### config.mk
export PLATFORM = sky130hd
export DESIGN_NAME = coef_category_encoder
export DESIGN_NICKNAME = d
export VERILOG_FILES = /design/src/rtl/coefenc_pkg.sv /design/src/rtl/dc_pred_bank.sv /design/src/rtl/magnitude_sizer.sv /design/src/rtl/amplitude_former.sv /design/src/rtl/coef_category_encoder.sv
export SDC_FILE = /design/constraint.sdc
export NUM_CORES = 1
export LEC_CHECK = 0
export ABC_AREA = 1
export BUFFER_PORTS_ARGS = -buffer_cell sky130_fd_sc_hd__buf_4
export CAP_MARGIN = 10
export CORE_UTILIZATION = 40
export DETAILED_ROUTE_END_ITERATION = 12
export SLEW_MARGIN = 10
export SYNTH_ARGS = -nofsm -noshare
export SYNTH_HDL_FRONTEND = slang
export SYNTH_HIERARCHICAL = 1
export SYNTH_SLANG_ARGS = --single-unit
### constraint.sdc
create_clock -name clk -period 5.2 [get_ports clk]
set_clock_uncertainty 0.15 [all_clocks]
set_input_delay 0.26 -clock clk [delete_from_list [all_inputs] [get_ports clk]]
set_output_delay 0.26 -clock clk [all_outputs]
set_load 0.005 [all_outputs]
### src/rtl/coefenc_pkg.sv
package coefenc_pkg;

    // Number of bits needed to hold values 0..n
    function automatic int unsigned len_of(input int unsigned n);
        int unsigned r;
        r = 0;
        while ((n >> r) != 0) r++;
        return (r == 0) ? 1 : r;
    endfunction

    // Index width for a count of items (at least one bit)
    function automatic int unsigned idx_width(input int unsigned n);
        return (n > 1) ? $clog2(n) : 1;
    endfunction

endpackage

### src/rtl/dc_pred_bank.sv
module dc_pred_bank #(
    parameter int unsigned VAL_W    = 16,
    parameter int unsigned NUM_COMP = 4,
    parameter int unsigned IDX_W    = coefenc_pkg::idx_width(NUM_COMP)
) (
    input  logic             clk,
    input  logic             rst_n,
    input  logic             clear,
    input  logic [IDX_W-1:0] sel,
    output logic [VAL_W-1:0] pred,
    input  logic             wr_en,
    input  logic [VAL_W-1:0] wr_val
);

    logic [VAL_W-1:0] slot_q [NUM_COMP];

    for (genvar g = 0; g < NUM_COMP; g++) begin : g_slot
        logic [VAL_W-1:0] slot_d;
        logic             hit;

        always_comb begin
            hit    = wr_en && (sel == IDX_W'(g));
            slot_d = slot_q[g];
            if (clear) slot_d = '0;
            if (hit)   slot_d = wr_val;
        end

        always_ff @(posedge clk or negedge rst_n) begin
            if (!rst_n) slot_q[g] <= '0;
            else        slot_q[g] <= slot_d;
        end
    end

    // A clear seen in the same cycle makes the read return zero
    always_comb begin
        pred = '0;
        for (int k = 0; k < NUM_COMP; k++) begin
            if (sel == IDX_W'(k)) pred = slot_q[k];
        end
        if (clear) pred = '0;
    end

endmodule

### src/rtl/magnitude_sizer.sv
module magnitude_sizer #(
    parameter int unsigned VAL_W = 16,
    parameter int unsigned CAT_W = coefenc_pkg::len_of(VAL_W)
) (
    input  logic [VAL_W-1:0] value,
    output logic             negative,
    output logic [VAL_W-1:0] magnitude,
    output logic [CAT_W-1:0] category
);

    always_comb begin
        negative  = value[VAL_W-1];
        magnitude = negative ? (~value + VAL_W'(1)) : value;
        category  = '0;
        for (int b = 0; b < VAL_W; b++) begin
            if (magnitude[b]) category = CAT_W'(b + 1);
        end
    end

endmodule

### src/rtl/amplitude_former.sv
module amplitude_former #(
    parameter int unsigned VAL_W = 16,
    parameter int unsigned CAT_W = coefenc_pkg::len_of(VAL_W)
) (
    input  logic             negative,
    input  logic [VAL_W-1:0] magnitude,
    input  logic [CAT_W-1:0] category,
    output logic [VAL_W-1:0] amplitude
);

    logic [VAL_W-1:0] keep;
    logic [VAL_W-1:0] raw;

    always_comb begin
        keep = '0;
        for (int b = 0; b < VAL_W; b++) begin
            if (CAT_W'(b) < category) keep[b] = 1'b1;
        end
        raw       = negative ? ~magnitude : magnitude;
        amplitude = raw & keep;
    end

endmodule

### src/rtl/coef_category_encoder.sv
module coef_category_encoder #(
    parameter int unsigned COEF_W   = 16,
    parameter int unsigned NUM_COMP = 4,
    localparam int unsigned COMP_W  = coefenc_pkg::idx_width(NUM_COMP),
    localparam int unsigned CAT_W   = coefenc_pkg::len_of(COEF_W)
) (
    input  logic              clk,
    input  logic              rst_n,
    input  logic              restart,
    input  logic              in_valid,
    output logic              in_ready,
    input  logic [COEF_W-1:0] in_coef,
    input  logic              in_is_dc,
    input  logic [COMP_W-1:0] in_comp,
    output logic              out_valid,
    input  logic              out_ready,
    output logic [CAT_W-1:0]  out_cat,
    output logic [COEF_W-1:0] out_amp
);

    typedef struct packed {
        logic              vld;
        logic [CAT_W-1:0]  cat;
        logic [COEF_W-1:0] amp;
    } stage_t;

    stage_t stage_d, stage_q;

    logic              take;
    logic [COEF_W-1:0] pred;
    logic [COEF_W-1:0] coded;
    logic              neg;
    logic [COEF_W-1:0] mag;
    logic [CAT_W-1:0]  cat_w;
    logic [COEF_W-1:0] amp_w;

    assign in_ready = !stage_q.vld || out_ready;
    assign take     = in_valid && in_ready;

    dc_pred_bank #(
        .VAL_W    (COEF_W),
        .NUM_COMP (NUM_COMP),
        .IDX_W    (COMP_W)
    ) u_pred (
        .clk    (clk),
        .rst_n  (rst_n),
        .clear  (restart),
        .sel    (in_comp),
        .pred   (pred),
        .wr_en  (take && in_is_dc),
        .wr_val (in_coef)
    );

    assign coded = in_is_dc ? (in_coef - pred) : in_coef;

    magnitude_sizer #(
        .VAL_W (COEF_W),
        .CAT_W (CAT_W)
    ) u_size (
        .value     (coded),
        .negative  (neg),
        .magnitude (mag),
        .category  (cat_w)
    );

    amplitude_former #(
        .VAL_W (COEF_W),
        .CAT_W (CAT_W)
    ) u_amp (
        .negative  (neg),
        .magnitude (mag),
        .category  (cat_w),
        .amplitude (amp_w)
    );

    always_comb begin
        stage_d = stage_q;
        if (out_ready) stage_d.vld = 1'b0;
        if (take) begin
            stage_d.vld = 1'b1;
            stage_d.cat = cat_w;
            stage_d.amp = amp_w;
        end
    end

    always_ff @(posedge clk or negedge rst_n) begin
        if (!rst_n) stage_q <= '0;
        else        stage_q <= stage_d;
    end

    assign out_valid = stage_q.vld;
    assign out_cat   = stage_q.cat;
    assign out_amp   = stage_q.amp;

endmodule


After elaboration in Yosys (flattened, before gate mapping) --
Index checks and enable logic that the tools add are counted.
Word-level totals: output and inout bits 23, bits in registers 86, logic and storage cells 92, input port bits 24
Cells by class: magnitude comparators 16, multiplexer cells 47, bitwise logic cells 3, reductions and logical operators 14, add/sub/neg operators 2, equal/unequal tests 3
Operators by type and width (count):
- two-way mux 16 bit | 13
- less-than comparator 4 x 5 -> 1 bit (first input constant) | 8
- two-way mux 4 bit | 8
- inverter 16 bit | 2
- two-way mux 22 bit | 1
- less-than comparator 3 x 5 -> 1 bit (first input constant) | 4
- two-way mux 1 bit | 18
- adder 16 x 1 -> 16 bit (second input constant) | 1
- bitwise AND 16 bit | 1
- subtractor 16 bit | 1
- two-way mux 3 bit | 4
- less-than comparator 1 x 5 -> 1 bit (first input constant) | 2
- less-than comparator 2 x 5 -> 1 bit (first input constant) | 2
- nonzero test 2 bit | 5
- logical AND 1 bit | 6
- two-way mux 5 bit | 1
- == test 2 bit (second input constant) | 2
- two-way mux 2 bit | 2
- == test 2 x 1 -> 1 bit (second input constant) | 1
- logical NOT 2 bit | 1
- logical NOT 1 bit | 1
- logical OR 1 bit | 1

Logic depth before layout (Yosys ltp) --
word-level depth 31, gate-level depth with buffers 40, depth with buffers taken out 38

Modules after synthesis --
The synthesis kept the hierarchy.
Modules (own cells, without submodules):
- dc_pred_bank | area each 3131.8 um2, cells an instance 346, times used 1, sequential area each 1601.5 um2
- coef_category_encoder | area each 2018.2 um2, cells an instance 296, times used 1, sequential area each 550.5 um2
- magnitude_sizer | area each 650.6 um2, cells an instance 126, times used 1, sequential area each 0.0 um2
- amplitude_former | area each 420.4 um2, cells an instance 84, times used 1, sequential area each 0.0 um2

Worst setup path before layout --
No wires, ideal clock.
kind input to register, from input port in_comp[0], to register stage_q, in the netlist out_amp[12], library setup time 0.125 ns, required time 4.925 ns, path buffers 2, path slack 1.037 ns, stages 33, arrival 3.888 ns, cells stage by stage buf_6 > nor2_8 > buf_4 > nand2_1 > nand3_1 > nand2_1 > inv_1 > ha_1 > fa_1 > inv_1 > nand3_1 > nand3_1 > xnor2_1 > o21ai_0 > nor2_1 > nand3_2 > nor2_2 > nand3_2 > nor3_4 > nand3_2 > nand2_1 > nand2_1 > nand2_2 > inv_2 > nand2_2 > nor2_2 > a21oi_1 > inv_2 > nor2_2 > nand2_2 > nor2_1 > nor2_1 > mux2_2
On the way: elaborated cells on any way between the ends 35, those cells by class add/sub (2); order compare (1); eq/ne (3); mux (25); bitwise (3); reduce/logical (1)
RTL lines:
- from (decl) | line coef_category_encoder.sv:14 | input logic [COMP_W-1:0] in_comp,
- logical NOT 2 bit | line dc_pred_bank.sv:38 | if (sel == IDX_W'(k)) pred = slot_q[k];
- two-way mux 16 bit (3 in series) | line dc_pred_bank.sv:38
- two-way mux 16 bit (*) | line dc_pred_bank.sv:38
- two-way mux 16 bit (*) | line dc_pred_bank.sv:40 | if (clear) pred = '0;
- net pred[0] | line coef_category_encoder.sv:30 | logic [COEF_W-1:0] pred;
- subtractor 16 bit (*) | line coef_category_encoder.sv:54 | assign coded = in_is_dc ? (in_coef - pred) : in_coef;
- two-way mux 16 bit (*) | line coef_category_encoder.sv:54
- net coded[4] | line coef_category_encoder.sv:31 | logic [COEF_W-1:0] coded;
- [3 not listed]
- net mag[13] | line coef_category_encoder.sv:33 | logic [COEF_W-1:0] mag;
- two-way mux 4 bit (*) (2 in series) | line magnitude_sizer.sv:16 | if (magnitude[b]) category = CAT_W'(b + 1);
- two-way mux 5 bit (*) | line magnitude_sizer.sv:16
- net cat_w[3] | line coef_category_encoder.sv:34 | logic [CAT_W-1:0] cat_w;
- less-than comparator 4 x 5 -> 1 bit (*) | line amplitude_former.sv:17 | if (CAT_W'(b) < category) keep[b] = 1'b1;
- two-way mux 1 bit (*) | line amplitude_former.sv:17
- bitwise AND 16 bit (*) | line amplitude_former.sv:20 | amplitude = raw & keep;
- net amp_w[12] | line coef_category_encoder.sv:35 | logic [COEF_W-1:0] amp_w;
- to (signal assigned) | line coef_category_encoder.sv:88 | else stage_q <= stage_d;
- to (decl) | line coef_category_encoder.sv:27 | stage_t stage_d, stage_q;
The timed path passes the listed nets; every way through them passes the cells marked *. A chain may end at the register's enable or synchronous reset.

Final worst setup path --
from register u_pred/slot_q[16] (netlist name), to register stage_q, in the netlist out_amp[8]
On the way: elaborated cells on any way between the ends 29, those cells by class add/sub (2); order compare (1); mux (23); bitwise (3)
RTL lines:
- from (decl) | line dc_pred_bank.sv:15 | logic [VAL_W-1:0] slot_q [NUM_COMP];
- from (signal, indexed assignment) | line dc_pred_bank.sv:30 | else slot_q[g] <= slot_d;
- two-way mux 16 bit (2 in series) | line dc_pred_bank.sv:38
- two-way mux 16 bit | line dc_pred_bank.sv:40
- net pred[0] | line coef_category_encoder.sv:30
- subtractor 16 bit | line coef_category_encoder.sv:54
- two-way mux 16 bit | line coef_category_encoder.sv:54
- net coded[4] | line coef_category_encoder.sv:31
- inverter 16 bit | line magnitude_sizer.sv:13 | magnitude = negative ? (~value + VAL_W'(1)) : value;
- adder 16 x 1 -> 16 bit | line magnitude_sizer.sv:13
- two-way mux 16 bit | line magnitude_sizer.sv:13
- net mag[12] | line coef_category_encoder.sv:33
- two-way mux 4 bit (3 in series) | line magnitude_sizer.sv:16
- two-way mux 5 bit | line magnitude_sizer.sv:16
- net cat_w[3] | line coef_category_encoder.sv:34
- less-than comparator 4 x 5 -> 1 bit | line amplitude_former.sv:17
- two-way mux 1 bit | line amplitude_former.sv:17
- bitwise AND 16 bit | line amplitude_former.sv:20
- net amp_w[8] | line coef_category_encoder.sv:35
The timed path passes the listed nets, and every way through them passes these cells.

==> results.md <==
- Starting Density: 40.92%
- P per Cell Area: 309.6 nW/µm²
- Die Footprint: 16060 µm²
- Seq pwr share: 36.2%
- Final nets: 927
- Slowest cell on the critical path: dfrtp_1
- Post-Syn Instances: 852
- Ports: 47
- DR WL/cell: 14.10 µm
- Via count: 5445
- Synth unique cells: 44
- Syn Std Cell Area: 6221 µm²
- Setup TNS: 0 ps
- Power share of the clock group: 31.7%
- Chip Height: 126.7 µm
- Htree depth: 3
- Pwr Total: 2.158 mW
- Synth top area share: 34.59%
- Layout cells sized above 1: 18.29%
- Startpoint Class: flop
- Syn_nets: 893
- Largest net degree at the start of global routing: 62
- Status: finished clean
- Gpl congestion: 0.8709
- Clock slew at reported path FFs: 70 ps
- GRT Total Usage: 20.12%
- Async SR Flop Fraction: 100.0%
- Sw Share: 34.09%
- Final HPWL DP: 11350 µm
- Reg area: 2152 µm²
- Multi-input logic area: 3262 µm²
- Clk_lat worst skew: 350 ps
- Global-route wire length before repair: 25710 µm
- Post-synth top area cell: dfrtp_1
- Crit end category: flop
- Most frequent cells in the layout: nand2_1 (216), inv_1 (141), dfrtp_1 (86)
- Slew @ Worst Pin: 801.3 ps
- Main area contributors after synthesis: dfrtp_1 (35%), nand2_1 (13%), inv_1 (8.5%)
- Internal: 1.422 mW
- Most common cell after layout, fill and taps aside: nand2_1
- Total Wirelength: 15210 µm
- Initial antenna violation count: 0
- Pins Over Slew Limit: 0
- # setup viols final: 0
- DR iter-0 viols: 360
- Worst vdd ir: 0.1754 mV
- Slew HR: 46.39%
- Root Buffer: clkbuf_16
- I/O Buffers: 46
- Leak pwr: 3.620 nW
- R2r startpoint: u_pred/slot_q[16]
- Yosys warns: 6
- Hold Path Class: in -> reg
- Crit path required time: 5280 ps
- DRC: 0
- Worst reg2reg endpoint: out_amp[8]
- Register area share after synthesis: 34.59%
- Combinational share of power: 32.2%
- Post-DRT Antenna Nets: 0
- Number of flops mapped to enable cells by yosys: 0
- Hold Path Depth: 4
- CP Data Arrival Time: 4690 ps
- Via density: 5.046
- R2R setup slack: 600 ps
- Total CTS buffers: 9
- Final core utilization: 45.85%
- CP max stage delay: 380 ps
- Max Cap Viol: 0
- R2R cell count: 29
- Die Span X: 126.7 µm
- Hold Violations, Final: 0
- Top_reg_cell synth: dfrtp_1
- CTS tree: done
- Min Tclk post-route: 4602 ps
- Fmax: 0.2173 GHz
- Vias in the first global route: 5170
- Period Utilization, post-route: 88.51%
- Setup Fix Bufs, Post-CTS: 0
- Core ar.: 15200 µm²
- Grt ovf: 0
- Antenna Cells: 0
- CP Class: reg -> reg
- Area delta synth->final: 12.05%
- 1st-pass router iterations: 7
- Num rows: 45
- Unrepaired setup endpoints after global routing: no
- Switching Power: 735.8 µW
- Avg Inst Size Synth: 7.302 µm²
- CP Max Fanout: 4
- Worst hold path endpoint: out_valid
- FF+latch count, synth: 86
- Sink Count: 86
- Layout fillers: 1559
- Max clock buf depth: 2
- Hold path startpoint: out_ready
## flip-flops by register name, indices dropped and copies added, names as in the netlist
register       cells
out_amp           16
u_pred/slot_q     64
out_valid          1
out_cat            5
## metal layers
layer	GRT usage [%]	wire, µm
met5	0	0
met4	5.462	197
met3	3.037	671
met2	31.04	6636
met1	29.32	7704
## cells by family after synthesis
family	synth area share [%]
buffers and inverters	12.97
DFF	34.59
xor gates and xnor gates	2.937
and+or+nand+nor	29.77
muxes	3.801
AOI/OAI and AO/OA	12.39
adders and majority gates	3.540
## layout make-up
| type | instances | area share (%) |
|---|---|---|
| Tap cell | 188 | 3.375 |
| Clock buffer | 9 | 3.231 |
| Inverter | 154 | 8.401 |
| Timing Repair Buffer | 54 | 6.031 |
| Clock inverter | 7 | 1.292 |
| Sequential cell | 86 | 30.87 |
| Multi-Input combinational cell | 581 | 46.80 |
## synthesized netlist by cell type (2+ instances only)
library cell / number
nand3_1: 80
mux2_2: 19
xor2_1: 9
nand2_4: 5
o22ai_1: 23
buf_6: 9
buf_4: 6
inv_1: 141
mux2_1: 2
dfrtp_1: 86
o21ai_0: 24
nor2_8: 2
nor2_2: 6
ha_1: 16
nand3b_1: 3
inv_2: 11
buf_2: 12
a21oi_1: 32
o21ai_2: 11
nand2_1: 216
xnor2_1: 10
nand3_2: 11
or2_1: 2
clkbuf_1: 3
o22ai_2: 7
nor3_1: 2
nand2_2: 13
o21ai_1: 31
nor2_1: 45
## worst max-delay path, delay by kind of cell, from the launching register on
kind                       cells  cell delay [ps]
and+or+nand+nor               16             1550
DFF                            1              380
buffers and inverters          5              490
adders and majority gates      2              560
muxes                          1              250
xor gates and xnor gates       2              400
AOI/OAI and AO/OA              3              710
## repair_timing
item	CTS	global route
resized for setup	0	0
endpoints found under the hold margin	25	0
hold buffers	1	0
## power groups by stage
stage	Clock [mW]	Sequential [mW]	Combinational (mW)
finish	0.683	0.781	0.694
global route	0.730	0.791	0.780
CTS	0.706	0.782	0.697
detailed placement	0	0.795	0.693
global placement	0	0.794	0.689
floorplan	0	0.794	0.460
## worst max path at each step
stage	from	slack (ps)	end
global placement	in_comp[1]	350	out_amp[8]
global route	u_pred/slot_q[16]	150	out_amp[10]
finish	u_pred/slot_q[16]	600	out_amp[8]
CTS	u_pred/slot_q[16]	560	out_amp[8]
detailed placement	in_comp[1]	300	out_amp[8]
floorplan	in_comp[0]	1040	out_amp[12]
## per-stage QoR
step / setup slack, ps / hold slack (ps) / instances / instance area (µm²)
after floorplan: 1037 / -185.6 / 852 / 6221
after global placement: 345.7 / 38.11 / 1062 / 6645
after detailed placement: 301.6 / 38.31 / 1062 / 6645
after CTS: 564.9 / 48.66 / 1079 / 6970
after global routing: 150.3 / 64.81 / 1079 / 6970
final: 597.7 / 59.78 / 1079 / 6970
Note: power is estimated with default switching activity, not from simulation.
